**config.mk**
```make
export PLATFORM = sky130hd
export DESIGN_NAME = elem_stop_vl
export DESIGN_NICKNAME = d
export VERILOG_FILES = /design/src/rtl/elem_stop_pkg.sv /design/src/rtl/esv_cfg_latch.sv /design/src/rtl/esv_position.sv /design/src/rtl/esv_judge.sv /design/src/rtl/elem_stop_vl.sv
export SDC_FILE = /design/constraint.sdc
export NUM_CORES = 1
export LEC_CHECK = 0
export ABC_AREA = 1
export BUFFER_PORTS_ARGS = -buffer_cell sky130_fd_sc_hd__buf_2
export CELL_PAD_IN_SITES_DETAIL_PLACEMENT = 1
export CELL_PAD_IN_SITES_GLOBAL_PLACEMENT = 1
export CORE_MARGIN = 3
export CORE_UTILIZATION = 40
export CTS_BUF_LIST = sky130_fd_sc_hd__clkbuf_4 sky130_fd_sc_hd__clkbuf_8 sky130_fd_sc_hd__clkbuf_16
export CTS_CLUSTER_SIZE = 14
export DETAILED_ROUTE_END_ITERATION = 12
export PLACE_DENSITY = 0.76
export SYNTH_ARGS = -nofsm -noshare
export SYNTH_HDL_FRONTEND = slang
export SYNTH_SLANG_ARGS = --single-unit
```
**constraint.sdc**
```tcl
create_clock -name clk -period 2.9 [get_ports clk]
set_clock_uncertainty 0.2 [all_clocks]
set_input_delay 0.435 -clock clk [delete_from_list [all_inputs] [get_ports clk]]
set_output_delay 0.435 -clock clk [all_outputs]
set_load 0.01 [all_outputs]
```
**src/rtl/elem_stop_pkg.sv**
```systemverilog
// Package: shared types for the early-exit vector length unit.
// Assumes nothing beyond IEEE 1800-2017.
package elem_stop_pkg;

    // Stopping mode decoded from the two request bits at start.
    typedef enum logic [1:0] {
        MODE_NONE = 2'd0,
        MODE_TRAP = 2'd1,
        MODE_COND = 2'd2,
        MODE_BAD  = 2'd3
    } stop_mode_e;

    // Decode the two request bits into a mode.
    function automatic stop_mode_e decode_mode(input logic trap_req, input logic cond_req);
        stop_mode_e m;
        case ({cond_req, trap_req})
            2'b01:   m = MODE_TRAP;
            2'b10:   m = MODE_COND;
            2'b11:   m = MODE_BAD;
            default: m = MODE_NONE;
        endcase
        return m;
    endfunction

endpackage

```
**src/rtl/esv_cfg_latch.sv**
```systemverilog
// Module: esv_cfg_latch
// Holds the operation settings captured on a start pulse.
// Assumes start is a single-cycle pulse; settings are stable only while
// they are sampled at start.
module esv_cfg_latch
    import elem_stop_pkg::*;
#(
    parameter int VL_W  = 6,
    parameter int SUB_W = 2
) (
    input  logic             clk,
    input  logic             rst_n,
    input  logic             start,
    input  logic [VL_W-1:0]  vl_in,
    input  logic [SUB_W-1:0] subvl_m1,
    input  logic             zero_mode,
    input  logic             trap_en,
    input  logic             cond_en,
    output logic [VL_W-1:0]  cfg_vl,
    output logic [SUB_W-1:0] cfg_sub_last,
    output logic             cfg_zero,
    output stop_mode_e       cfg_mode
);

    // Capture all settings on start, clear on reset.
    always_ff @(posedge clk) begin
        if (!rst_n) begin
            cfg_vl       <= '0;
            cfg_sub_last <= '0;
            cfg_zero     <= 1'b0;
            cfg_mode     <= MODE_NONE;
        end else if (start) begin
            cfg_vl       <= vl_in;
            cfg_sub_last <= subvl_m1;
            cfg_zero     <= zero_mode;
            cfg_mode     <= decode_mode(trap_en, cond_en);
        end
    end

endmodule

```
**src/rtl/esv_position.sv**
```systemverilog
// Module: esv_position
// Tracks the group index and the offset within the group of the next
// element, and holds the predicate sampled at offset 0 of each group.
// Assumes accept is only raised for in-range elements, so the group counter
// never passes cfg_vl.
module esv_position #(
    parameter int VL_W  = 6,
    parameter int SUB_W = 2
) (
    input  logic             clk,
    input  logic             rst_n,
    input  logic             clear,
    input  logic             accept,
    input  logic [SUB_W-1:0] sub_last,
    input  logic [VL_W-1:0]  cfg_vl,
    input  logic             pred_in,
    output logic [VL_W-1:0]  grp,
    output logic [SUB_W-1:0] sub,
    output logic             in_range,
    output logic             pred_eff
);

    logic pred_hold;
    logic last_of_grp;

    // Element position and group-end detection.
    always_comb begin
        last_of_grp = (sub == sub_last);
        in_range    = (grp < cfg_vl);
        pred_eff    = (sub == '0) ? pred_in : pred_hold;
    end

    // Advance the position on each accepted element; restart on clear.
    always_ff @(posedge clk) begin
        if (!rst_n || clear) begin
            grp <= '0;
            sub <= '0;
        end else if (accept) begin
            if (last_of_grp) begin
                sub <= '0;
                grp <= grp + 1'b1;
            end else begin
                sub <= sub + 1'b1;
            end
        end
    end

    // Hold the group predicate taken from its first element.
    always_ff @(posedge clk) begin
        if (!rst_n || clear) begin
            pred_hold <= 1'b0;
        end else if (accept && (sub == '0)) begin
            pred_hold <= pred_in;
        end
    end

endmodule

```
**src/rtl/esv_judge.sv**
```systemverilog
// Module: esv_judge
// Combinational decision for one element: whether it ends processing or
// whether its trap is handed on untouched.
// Assumes pred is the group predicate already resolved by esv_position.
module esv_judge
    import elem_stop_pkg::*;
(
    input  stop_mode_e mode,
    input  logic       zero,
    input  logic       pred,
    input  logic       trap,
    input  logic       pass,
    input  logic       first_grp,
    output logic       stop_req,
    output logic       trap_fwd
);

    logic trap_hit;
    logic cond_fail;

    // Evaluate the element against the active mode.
    always_comb begin
        trap_hit  = pred & trap;
        cond_fail = pred ? ~pass : zero;
        stop_req  = 1'b0;
        trap_fwd  = 1'b0;
        case (mode)
            MODE_TRAP: begin
                stop_req = trap_hit & ~first_grp;
                trap_fwd = trap_hit & first_grp;
            end
            MODE_COND: begin
                stop_req = cond_fail;
            end
            default: begin
                stop_req = 1'b0;
                trap_fwd = 1'b0;
            end
        endcase
    end

endmodule

```
**src/rtl/elem_stop_vl.sv**
```systemverilog
// Module: elem_stop_vl (top)
// Watches elements in index order, one per cycle, and truncates the vector
// length to whole groups before the first stopping element.
// Assumes elements arrive in order after a start pulse, and that a new
// start is issued for each operation.
module elem_stop_vl
    import elem_stop_pkg::*;
#(
    parameter int VL_W  = 6,
    parameter int SUB_W = 2
) (
    input  logic             clk,
    input  logic             rst_n,
    input  logic             start,
    input  logic [VL_W-1:0]  vl_in,
    input  logic [SUB_W-1:0] subvl_m1,
    input  logic             zero_mode,
    input  logic             trap_en,
    input  logic             cond_en,
    input  logic             elem_valid,
    input  logic             elem_pred,
    input  logic             elem_trap,
    input  logic             elem_pass,
    output logic [VL_W-1:0]  vl_out,
    output logic             stop_pulse,
    output logic             trap_pass,
    output logic [VL_W-1:0]  stop_group,
    output logic [SUB_W-1:0] stop_sub,
    output logic             mode_err
);

    logic [VL_W-1:0]  cfg_vl;
    logic [SUB_W-1:0] cfg_sub_last;
    logic             cfg_zero;
    stop_mode_e       cfg_mode;
    logic [VL_W-1:0]  grp;
    logic [SUB_W-1:0] sub;
    logic             in_range;
    logic             pred_eff;
    logic             armed;
    logic             accept;
    logic             stop_req;
    logic             trap_fwd;

    esv_cfg_latch #(.VL_W(VL_W), .SUB_W(SUB_W)) u_cfg (
        .clk          (clk),
        .rst_n        (rst_n),
        .start        (start),
        .vl_in        (vl_in),
        .subvl_m1     (subvl_m1),
        .zero_mode    (zero_mode),
        .trap_en      (trap_en),
        .cond_en      (cond_en),
        .cfg_vl       (cfg_vl),
        .cfg_sub_last (cfg_sub_last),
        .cfg_zero     (cfg_zero),
        .cfg_mode     (cfg_mode)
    );

    esv_position #(.VL_W(VL_W), .SUB_W(SUB_W)) u_pos (
        .clk      (clk),
        .rst_n    (rst_n),
        .clear    (start),
        .accept   (accept),
        .sub_last (cfg_sub_last),
        .cfg_vl   (cfg_vl),
        .pred_in  (elem_pred),
        .grp      (grp),
        .sub      (sub),
        .in_range (in_range),
        .pred_eff (pred_eff)
    );

    esv_judge u_judge (
        .mode      (cfg_mode),
        .zero      (cfg_zero),
        .pred      (pred_eff),
        .trap      (elem_trap),
        .pass      (elem_pass),
        .first_grp (grp == '0),
        .stop_req  (stop_req),
        .trap_fwd  (trap_fwd)
    );

    // An element counts only while armed, in range and not during start.
    always_comb begin
        accept = elem_valid & armed & in_range & ~start;
    end

    // Arm on start, disarm on the first stop.
    always_ff @(posedge clk) begin
        if (!rst_n) begin
            armed <= 1'b0;
        end else if (start) begin
            armed <= 1'b1;
        end else if (accept && stop_req) begin
            armed <= 1'b0;
        end
    end

    // Register the truncated length and the stopping position.
    always_ff @(posedge clk) begin
        if (!rst_n) begin
            vl_out     <= '0;
            stop_group <= '0;
            stop_sub   <= '0;
        end else if (start) begin
            vl_out     <= vl_in;
            stop_group <= '0;
            stop_sub   <= '0;
        end else if (accept && stop_req) begin
            vl_out     <= grp;
            stop_group <= grp;
            stop_sub   <= sub;
        end
    end

    // One-cycle strobes for a stop or a first-group trap hand-off.
    always_ff @(posedge clk) begin
        if (!rst_n) begin
            stop_pulse <= 1'b0;
            trap_pass  <= 1'b0;
        end else begin
            stop_pulse <= accept & stop_req;
            trap_pass  <= accept & trap_fwd;
        end
    end

    // Error flag for a start that requested both modes.
    always_ff @(posedge clk) begin
        if (!rst_n) begin
            mode_err <= 1'b0;
        end else if (start) begin
            mode_err <= trap_en & cond_en;
        end
    end

endmodule

```
* Word level (Yosys, flattened, before mapping)
Index checks and enable logic that the tools add are counted.
** Cells by class
- $add $sub $neg :: 2
- Magnitude comparators :: 1
- Equality and inequality tests :: 6
- Mux-type cells :: 10
- Bitwise operators :: 13
- Reductions and logical operators :: 9
** Operators with widths (number)
- 6-bit 2-to-1 mux :: 2
- 1-bit AND :: 9
- 6-bit by 1-bit adder with 6-bit output, second input constant :: 1
- 2-bit equality test, second input constant :: 3
- 6-bit zero test :: 1
- 6-bit less-than comparator :: 1
- 2-bit case mux with 3 select lines :: 1
- 1-bit 2-to-1 mux :: 5
- 2-bit by 1-bit equality test with 1-bit output, second input constant :: 2
- 1-bit NOT :: 4
- 2-bit by 1-bit adder with 2-bit output, second input constant :: 1
- 2-bit equality test :: 1
- 1-bit logical AND :: 2
- 2-bit zero test :: 1
- 2-bit 2-to-1 mux :: 1
- 1-bit case mux with 2 select lines :: 1
- 2-bit AND reduction :: 1
- 2-bit nonzero test :: 1
- 2-bit OR reduction :: 1
- 1-bit zero test :: 1
- 1-bit logical OR :: 1
** Word-level totals
- Bits in registers :: 38
- Input port bits :: 18
- Output and inout bits :: 17

* Logic depth before layout (Yosys ltp)
Gate-level depths: netlist of the first run.
- Depth after elaboration :: 8
- Depth in mapped cells :: 13
- Mapped depth without buffers :: 12

* By module
Synthesis of the first run repeated with hierarchy kept, for this count alone.
** Unflattened totals
- Cells, all modules :: 283
- Area, all modules :: 1926.8 sq um
** By module, submodules not included
- elem_stop_vl :: times used 1, cells each 106, area an instance 767.0 sq um
- esv_position :: times used 1, cells each 94, area an instance 620.6 sq um
- esv_cfg_latch :: times used 1, cells each 69, area an instance 454.2 sq um
- esv_judge :: times used 1, cells each 14, area an instance 85.1 sq um

* Worst setup path before layout of the first run
OpenSTA, ideal clock, no wires.
- Path kind :: flip-flop to flip-flop
- From :: register u_pos.grp[3]
- To :: register u_pos.grp[5]
- Setup time :: 116 ps
- Arrival :: 1545 ps
- Required time :: 2584 ps
- Setup slack :: 1039 ps
- Stages on the path, launching flop included :: 11
- Period minus slack after synthesis :: 1861 ps
- Cell sequence :: dfxtp_1 -> ha_1 -> nand2_1 -> nand2_1 -> a21oi_2 -> nand3_2 -> nor2_2 -> buf_4 -> nand3_1 -> o21ai_0 -> nor2_1
** Between the ends
- Longest elaborated chain between the ends :: 4
** RTL lines
- start: declaration :: line esv_position.sv:17 : output logic [VL_W-1:0] grp,
- start signal: assignment :: line esv_position.sv:41 : grp <= grp + 1'b1;
- 6-bit less-than comparator :: line esv_position.sv:29 : in_range = (grp < cfg_vl);
- 1-bit AND (2 in a row) :: line elem_stop_vl.sv:87 : accept = elem_valid & armed & in_range & ~start;
- 2-bit AND reduction (no source line)
Several ways; a longest one is shown, not always the timed one.
A chain may end at the register's enable or synchronous reset.

* Worst setup path in the final report of the first run
- From :: register u_pos.grp[3]
- To :: register stop_group[4]
** Between the ends
- Longest elaborated chain between the ends :: 5
** RTL lines
- branches (longest 4 deep; another with 6-bit less-than comparator)
- 1-bit logical AND (*) :: line elem_stop_vl.sv:111 : end else if (accept && stop_req) begin
- end signal: assignment :: line elem_stop_vl.sv:113 : stop_group <= grp;
- end: declaration :: line elem_stop_vl.sv:27 : output logic [VL_W-1:0] stop_group,
Mark *: on every way between the ends.

==> results of run 1 <==
==> Yosys cell counts <==
library cell / number
nand2_1: 49
dfxtp_1: 38
inv_1: 28
nand3_1: 21
o21ai_0: 18
a21oi_1: 16
ha_1: 10
nor2_1: 10
nand2_2: 8
o22ai_1: 7
a21oi_2: 6
inv_2: 5
xor2_1: 3
buf_2: 2
clkbuf_1: 2
nor2_2: 2
nor2_4: 2
nor3_1: 2
o21ai_2: 2
a22oi_1: 1
buf_4: 1
buf_6: 1
nand3_2: 1
nand4_2: 1
o31ai_1: 1
==> power by group through the flow <==
stage	clock network (W)	logic, W	registers [W]
finish	0.000446	0.000106	0.000543
global route	0.000480	0.000120	0.000545
CTS	0.000455	0.000107	0.000543
detailed placement	0	0.000105	0.000555
global placement	0	0.000102	0.000555
floorplan	0	0.0000664	0.000556
==> routing by layer <==
metal	part of all wire [%]	wire, um
met4	0.71	35
met5	0	0
met3	3.7	185
met2	48	2360
met1	48	2370
==> worst min path at each step <==
| stage | slack (ns) | cells after the start | to |
|---|---|---|---|
| floorplan | 0.24 | 2 | u_cfg.cfg_sub_last[1] |
| global placement | 0.24 | 2 | mode_err |
| detailed placement | 0.25 | 2 | mode_err |
| CTS | 0.17 | 3 | u_cfg.cfg_sub_last[0] |
| global route | 0.19 | 3 | u_cfg.cfg_zero |
| finish | 0.18 | 3 | u_cfg.cfg_zero |
==> worst max-delay path, stage by stage, from the launching register on <==
cell	delay, ns
dfxtp_1	0.47
ha_1	0.30
nand2_1	0.08
nand2_1	0.06
a21oi_2	0.19
nand3_2	0.12
nor2_2	0.35
nand2_1	0.33
nand2_1	0.17
a21oi_2	0.06
==> through the flow <==
step           total power, W  hold WS [ns]  utilization, %  cells
3_3_place_gp         0.000657         0.240            48.4    316
4_1_cts               0.00110         0.173            51.0    324
5_1_grt               0.00114         0.189            51.0    324
3_5_place_dp         0.000660         0.245            48.4    316
2_1_floorplan        0.000622         0.238               -    237
6_report              0.00109         0.178            51.0    324
==> kinds of logic after synthesis <==
logic type      after synthesis
compound gates               51
xor+xnor                      3
fa+ha+maj                    10
buf+inv                      39
flops                        38
simple gates                 96
==> final cells by class <==
cell class | instances | area, sq um | share of cell area (%)
clock buffers | 5 | 68.8 | 3.23
clock inverters | 3 | 40.0 | 1.88
inverters | 33 | 124 | 5.82
multi-input cells | 160 | 895 | 42.0
flip-flops and latches | 38 | 761 | 35.7
well taps | 50 | 62.6 | 2.94
repair buffers | 35 | 178 | 8.35
==> registers in the layout, summed over array words and instances, names as in the netlist <==
name	cells
stop_group	6
vl_out	6
mode_err	1
u_pos.sub	2
trap_pass	1
stop_sub	2
u_cfg.cfg_vl	6
u_cfg.cfg_zero	1
u_pos.pred_hold	1
u_pos.grp	6
u_cfg.cfg_mode	2
u_cfg.cfg_sub_last	2
stop_pulse	1
armed	1
==> metrics.cfg, run 1 <==
[run_status]
status=completed

[clock_tree]
clock_latency_ns=0.29
cts-buffers-inserted=5
post_cts_hold_buffer_count=0
postCtsSetupRepairBufs=0
path_clk_slew_ns=0.08
root_buffer=clkbuf_8
cts_max_level=2
cts_buffer_depth=2
cts_tree=built
cts_resized=0
cts.sinks=38

[synthesis]
synth_top_area_share_pct=41.9
synthesis.nets=265
synth_largest_area_cell=dfxtp_1
syn_area_per_cell_sq_um=7.66
synth_area_leaders=dfxtp_1 (42%), nand2_1 (10%), ha_1 (6.9%), inv_1 (5.8%), nand3_1 (5.8%)
synthCells=237
syn_area_sq_um=1820
synth_top_family_by_area=simple AND/OR/NAND/NOR gates
synth_compound_area_share_pct=16.5
synthXorXnorAreaFrac_pct=1.45
synth_warnings=0
synth-adder-area-share_pct=6.89
synth_simple_gate_area_share_pct=24.5
ys_seq_area_share_pct=41.9
muxShareOfSynthArea_pct=0
ys_ff_latch=38
netlist-cell-type-count=25

[finish]
area_growth_pct=17.2
final_common_cell=nand2_1
fill_cells=535
final_area_sq_um=2130
diodes=0
nets=301
layout_common_cells=nand2_1 (49), dfxtp_1 (38), buf_2 (34)
drive_gt1_share_pct=25.5

[global_route]
grt_pass1_wl_um=8210
overflow=0
antenna_found_initial=0
top_usage_layer=met2
met3_usage_pct=4.10
grt_use_met2_pct=33.2
grt_max_degree=20
grt_use_total_pct=19.8
use_met1_pct=26.0
grt_pass1_vias=1709

[sta]
rsz0062_at_grt=no
finalSetupViolations=0
fin_crit_ns=2.45
final_max_slew_viol_count=0
hold_violations=0
fin_ws_ns=0.455
worstMarginPinSlew_ns=0.422
tns_ns=0
relSlewSlack_pct=71.9
fmax_ghz=0.409
fin_crit_sh_pct=84.3

[critical_path]
cp-start-kind=flip-flop
cp-endpoint=stop_group[4]
worstPathRequired_ns=2.87
reg2reg_slack_ns=0.45
crit-reg2reg-launch=u_pos.grp[3]
reg2reg_to=stop_group[4]
arrival_ns=2.41
r2r_cells=9
worstSetupEndpointType=flip-flop
critical_path_class=flip-flop to flip-flop
cp_max_fo=11
crit_start=u_pos.grp[3]

[die]
dieArea_sq_um=5380
fp.dieW_um=73.4
pin_count=35
coreArea_sq_um=4170
initial_utilization_pct=43.5
die_h_um=73.4
row_count=23

[detailed_routing]
wl_per_cell_um=15.3
postRouteAntennaNets=0
firstDrtPassIters=4
first_iter_violations=61
drc_errors=0
via_per_inst=5.15
routed_wl_um=4960
via_count=1668

[worst_hold_path]
hold_start=zero_mode
worstHoldPathType=input port to flip-flop

[power]
p_per_area_nw_per_um2=514
combPwrFrac_pct=9.7
cellInternalPower_w=0.000825
p_leak_nw=0.947
p_clk_share_pct=40.8
swShare_pct=24.6
ir_drop_uv=417
switchingPower_w=0.000270
seqPwrFrac_pct=49.6

[placed_design]
portBuffers=34
gp_congestion=0.817
place_ws_ns=0.535
dp_hpwl_um=3660
place_area_sq_um=2020

[run]
cap_violations=0

No activity file was read; power rests on OpenSTA's default activity.
==> inputs of run 2 (changes only) <==
CORE_UTILIZATION = 39   (was 40)
PLACE_DENSITY = 0.75   (was 0.76)
clock period = 2.5 ns   (was 2.9 ns; I/O delays follow)
==> run 2 against run 1 <==
  * Utilization fell by 2.1 points
  * Register-to-register slack worse by 0.13 ns
  * Clock power rose by 22%
  * Die area grew 2.4%
  * Sequential share of layout area is 0.50 points lower
  * Critical path type unchanged
  * Critical endpoint is now stop_group[3]
  * Highest routed layer unchanged
==> metrics.cfg, run 2 (same netlist as run 1, synthesis figures left out) <==
[critical_path]
cp-start-kind=flip-flop
reg2reg_to=stop_group[3]
r2r_cells=8  ; -1
max_stage_delay_ns=0.45  ; -0.02 ns
worstPathCellList=ha_1, nand2_1, nand2_1, a21oi_2, nand4_2, nor2_4, nand2_2, a21oi_2
critical_path_class=flip-flop to flip-flop
crit-reg2reg-launch=u_pos.grp[3]
worstPathRequired_ns=2.53  ; -0.34 ns
slowest_stage=dfxtp_1
worstSetupEndpointType=flip-flop
reg2reg_slack_ns=0.33  ; -0.13 ns
arrival_ns=2.20  ; -0.21 ns
cp_max_fo=14  ; +3

[detailed_routing]
via_per_inst=5.07  ; -1.5%
first_iter_violations=53  ; -13%
postRouteAntennaNets=0  ; unchanged
firstDrtPassIters=4  ; unchanged
routed_wl_um=4730  ; -4.6%
drc_errors=0  ; unchanged
via_count=1668  ; unchanged
wl_per_cell_um=14.4  ; -6.1%

[global_route]
grt_pass1_vias=1689  ; -1.2%
antenna_found_initial=0  ; unchanged
grt_max_degree=20  ; unchanged
grt_pass1_wl_um=8030  ; -2.2%
overflow=0  ; unchanged
grt_use_total_pct=19.3  ; -0.47 points

[clock_tree]
path_clk_slew_ns=0.07  ; about the same
cts_resized=0  ; unchanged
cts-buffers-inserted=5  ; unchanged
postCtsSetupRepairBufs=0  ; unchanged
cts_tree=built
post_cts_hold_buffer_count=0  ; unchanged
cts_max_level=2  ; unchanged
root_buffer=clkbuf_8
cts_buffer_depth=2  ; unchanged
clock_latency_ns=0.30  ; about the same
cts.sinks=38  ; unchanged

[worst_hold_path]
hold_path_end=u_cfg.cfg_zero
hold_start=zero_mode
worstHoldPathType=input port to flip-flop
whs_path_depth=3  ; unchanged

[die]
row_count=24  ; +4.3%
dieArea_sq_um=5510  ; +2.4%
initial_utilization_pct=41.1  ; -2.4 points
coreArea_sq_um=4410  ; +5.8%
pin_count=35  ; unchanged
die_h_um=74.2  ; +1.2%
fp.dieW_um=74.2  ; +1.2%

[finish]
diodes=0  ; unchanged
area_growth_pct=18.9
final_common_cell=nand2_1
layout_common_cells=nand2_1 (49), dfxtp_1 (38), buf_2 (34)
nets=304  ; +1.0%
drive_gt1_share_pct=26.4  ; +0.81 points

[power]
p_leak_nw=0.964  ; +1.8%
p_per_area_nw_per_um2=599  ; +16%
p_total_w=0.00129  ; +18%
ir_drop_uv=220  ; -47%

[sta]
hold_violations=0  ; unchanged
rsz0062_at_grt=no
fin_crit_ns=2.17  ; -0.273 ns
tns_ns=0  ; unchanged
relSlewSlack_pct=69.2  ; -2.7 points
final_max_slew_viol_count=0  ; unchanged
finalSetupViolations=0  ; unchanged
fin_crit_sh_pct=86.9  ; +2.6 points
worstMarginPinSlew_ns=0.462  ; +0.0400 ns
fmax_ghz=0.460  ; +13%

[run]
cap_violations=0  ; unchanged

[placed_design]
gp_congestion=0.881  ; +7.9%
dp_hpwl_um=3560  ; -2.6%
portBuffers=34  ; unchanged

[run_status]
status=completed

## run 2: changes by cell type in the layout (fill, tap and decap cells not counted)
| cell | change |
|---|---|
| buf_4 | +3 |
| clkbuf_4 | +2 |
| clkinv_2 | -2 |
## run 2: critical path, delay by kind of cell (launching register included)
family | cells | cell delay (ns)
simple gates | 5 | 0.84
compound gates | 2 | 0.32
fa+ha+maj | 1 | 0.29
flops | 1 | 0.45
## run 2: area by class of cell
type	count	area, sq um
clock buffer	7	83.8
clock inverter	1	30.0
fill	571	2260
inverter	33	124
multi-input combinational	160	895
sequential	38	761
tap	52	65.1
timing repair buffer	38	200
## run 2: per-layer routing
metal  track usage, %  vias to the layer above  part of all wire, %
met1             25.2                      788                   48
met2             31.2                       21                   47
met3             5.27                        6                  3.7
li1                 -                      853                    -
met4             6.13                        0                  1.3
met5                0                        -                    0
## run 2: worst max-delay path by stage
| stage | start | end | cells after the start |
|---|---|---|---|
| floorplan | u_pos.grp[3] | u_pos.grp[5] | 10 |
| global placement | u_pos.grp[3] | stop_group[3] | 8 |
| detailed placement | u_pos.grp[3] | stop_group[3] | 8 |
| CTS | u_cfg.cfg_vl[5] | stop_group[3] | 9 |
| global route | u_pos.grp[3] | stop_group[0] | 8 |
| finish | u_pos.grp[3] | stop_group[3] | 8 |
## run 2: power by group
part	total [W]	internal [W]	switching, W
logic	0.000122	0.0000433	0.0000787
clock network	0.000542	0.000320	0.000221
registers	0.000630	0.000622	0.00000749
## run 2: metrics by stage
stage          hold WS, ns  instances  worst slack [ns]  area (sq um)  utilization (%)
6_report             0.106        329             0.328          2160             48.9
4_1_cts              0.109        329             0.307          2160             48.9
2_1_floorplan        0.238        237             0.639          1820                -
3_5_place_dp         0.250        321             0.336          2040             46.3
3_3_place_gp         0.248        321             0.406          2040             46.3
5_1_grt              0.126        329            0.0555          2160             48.9
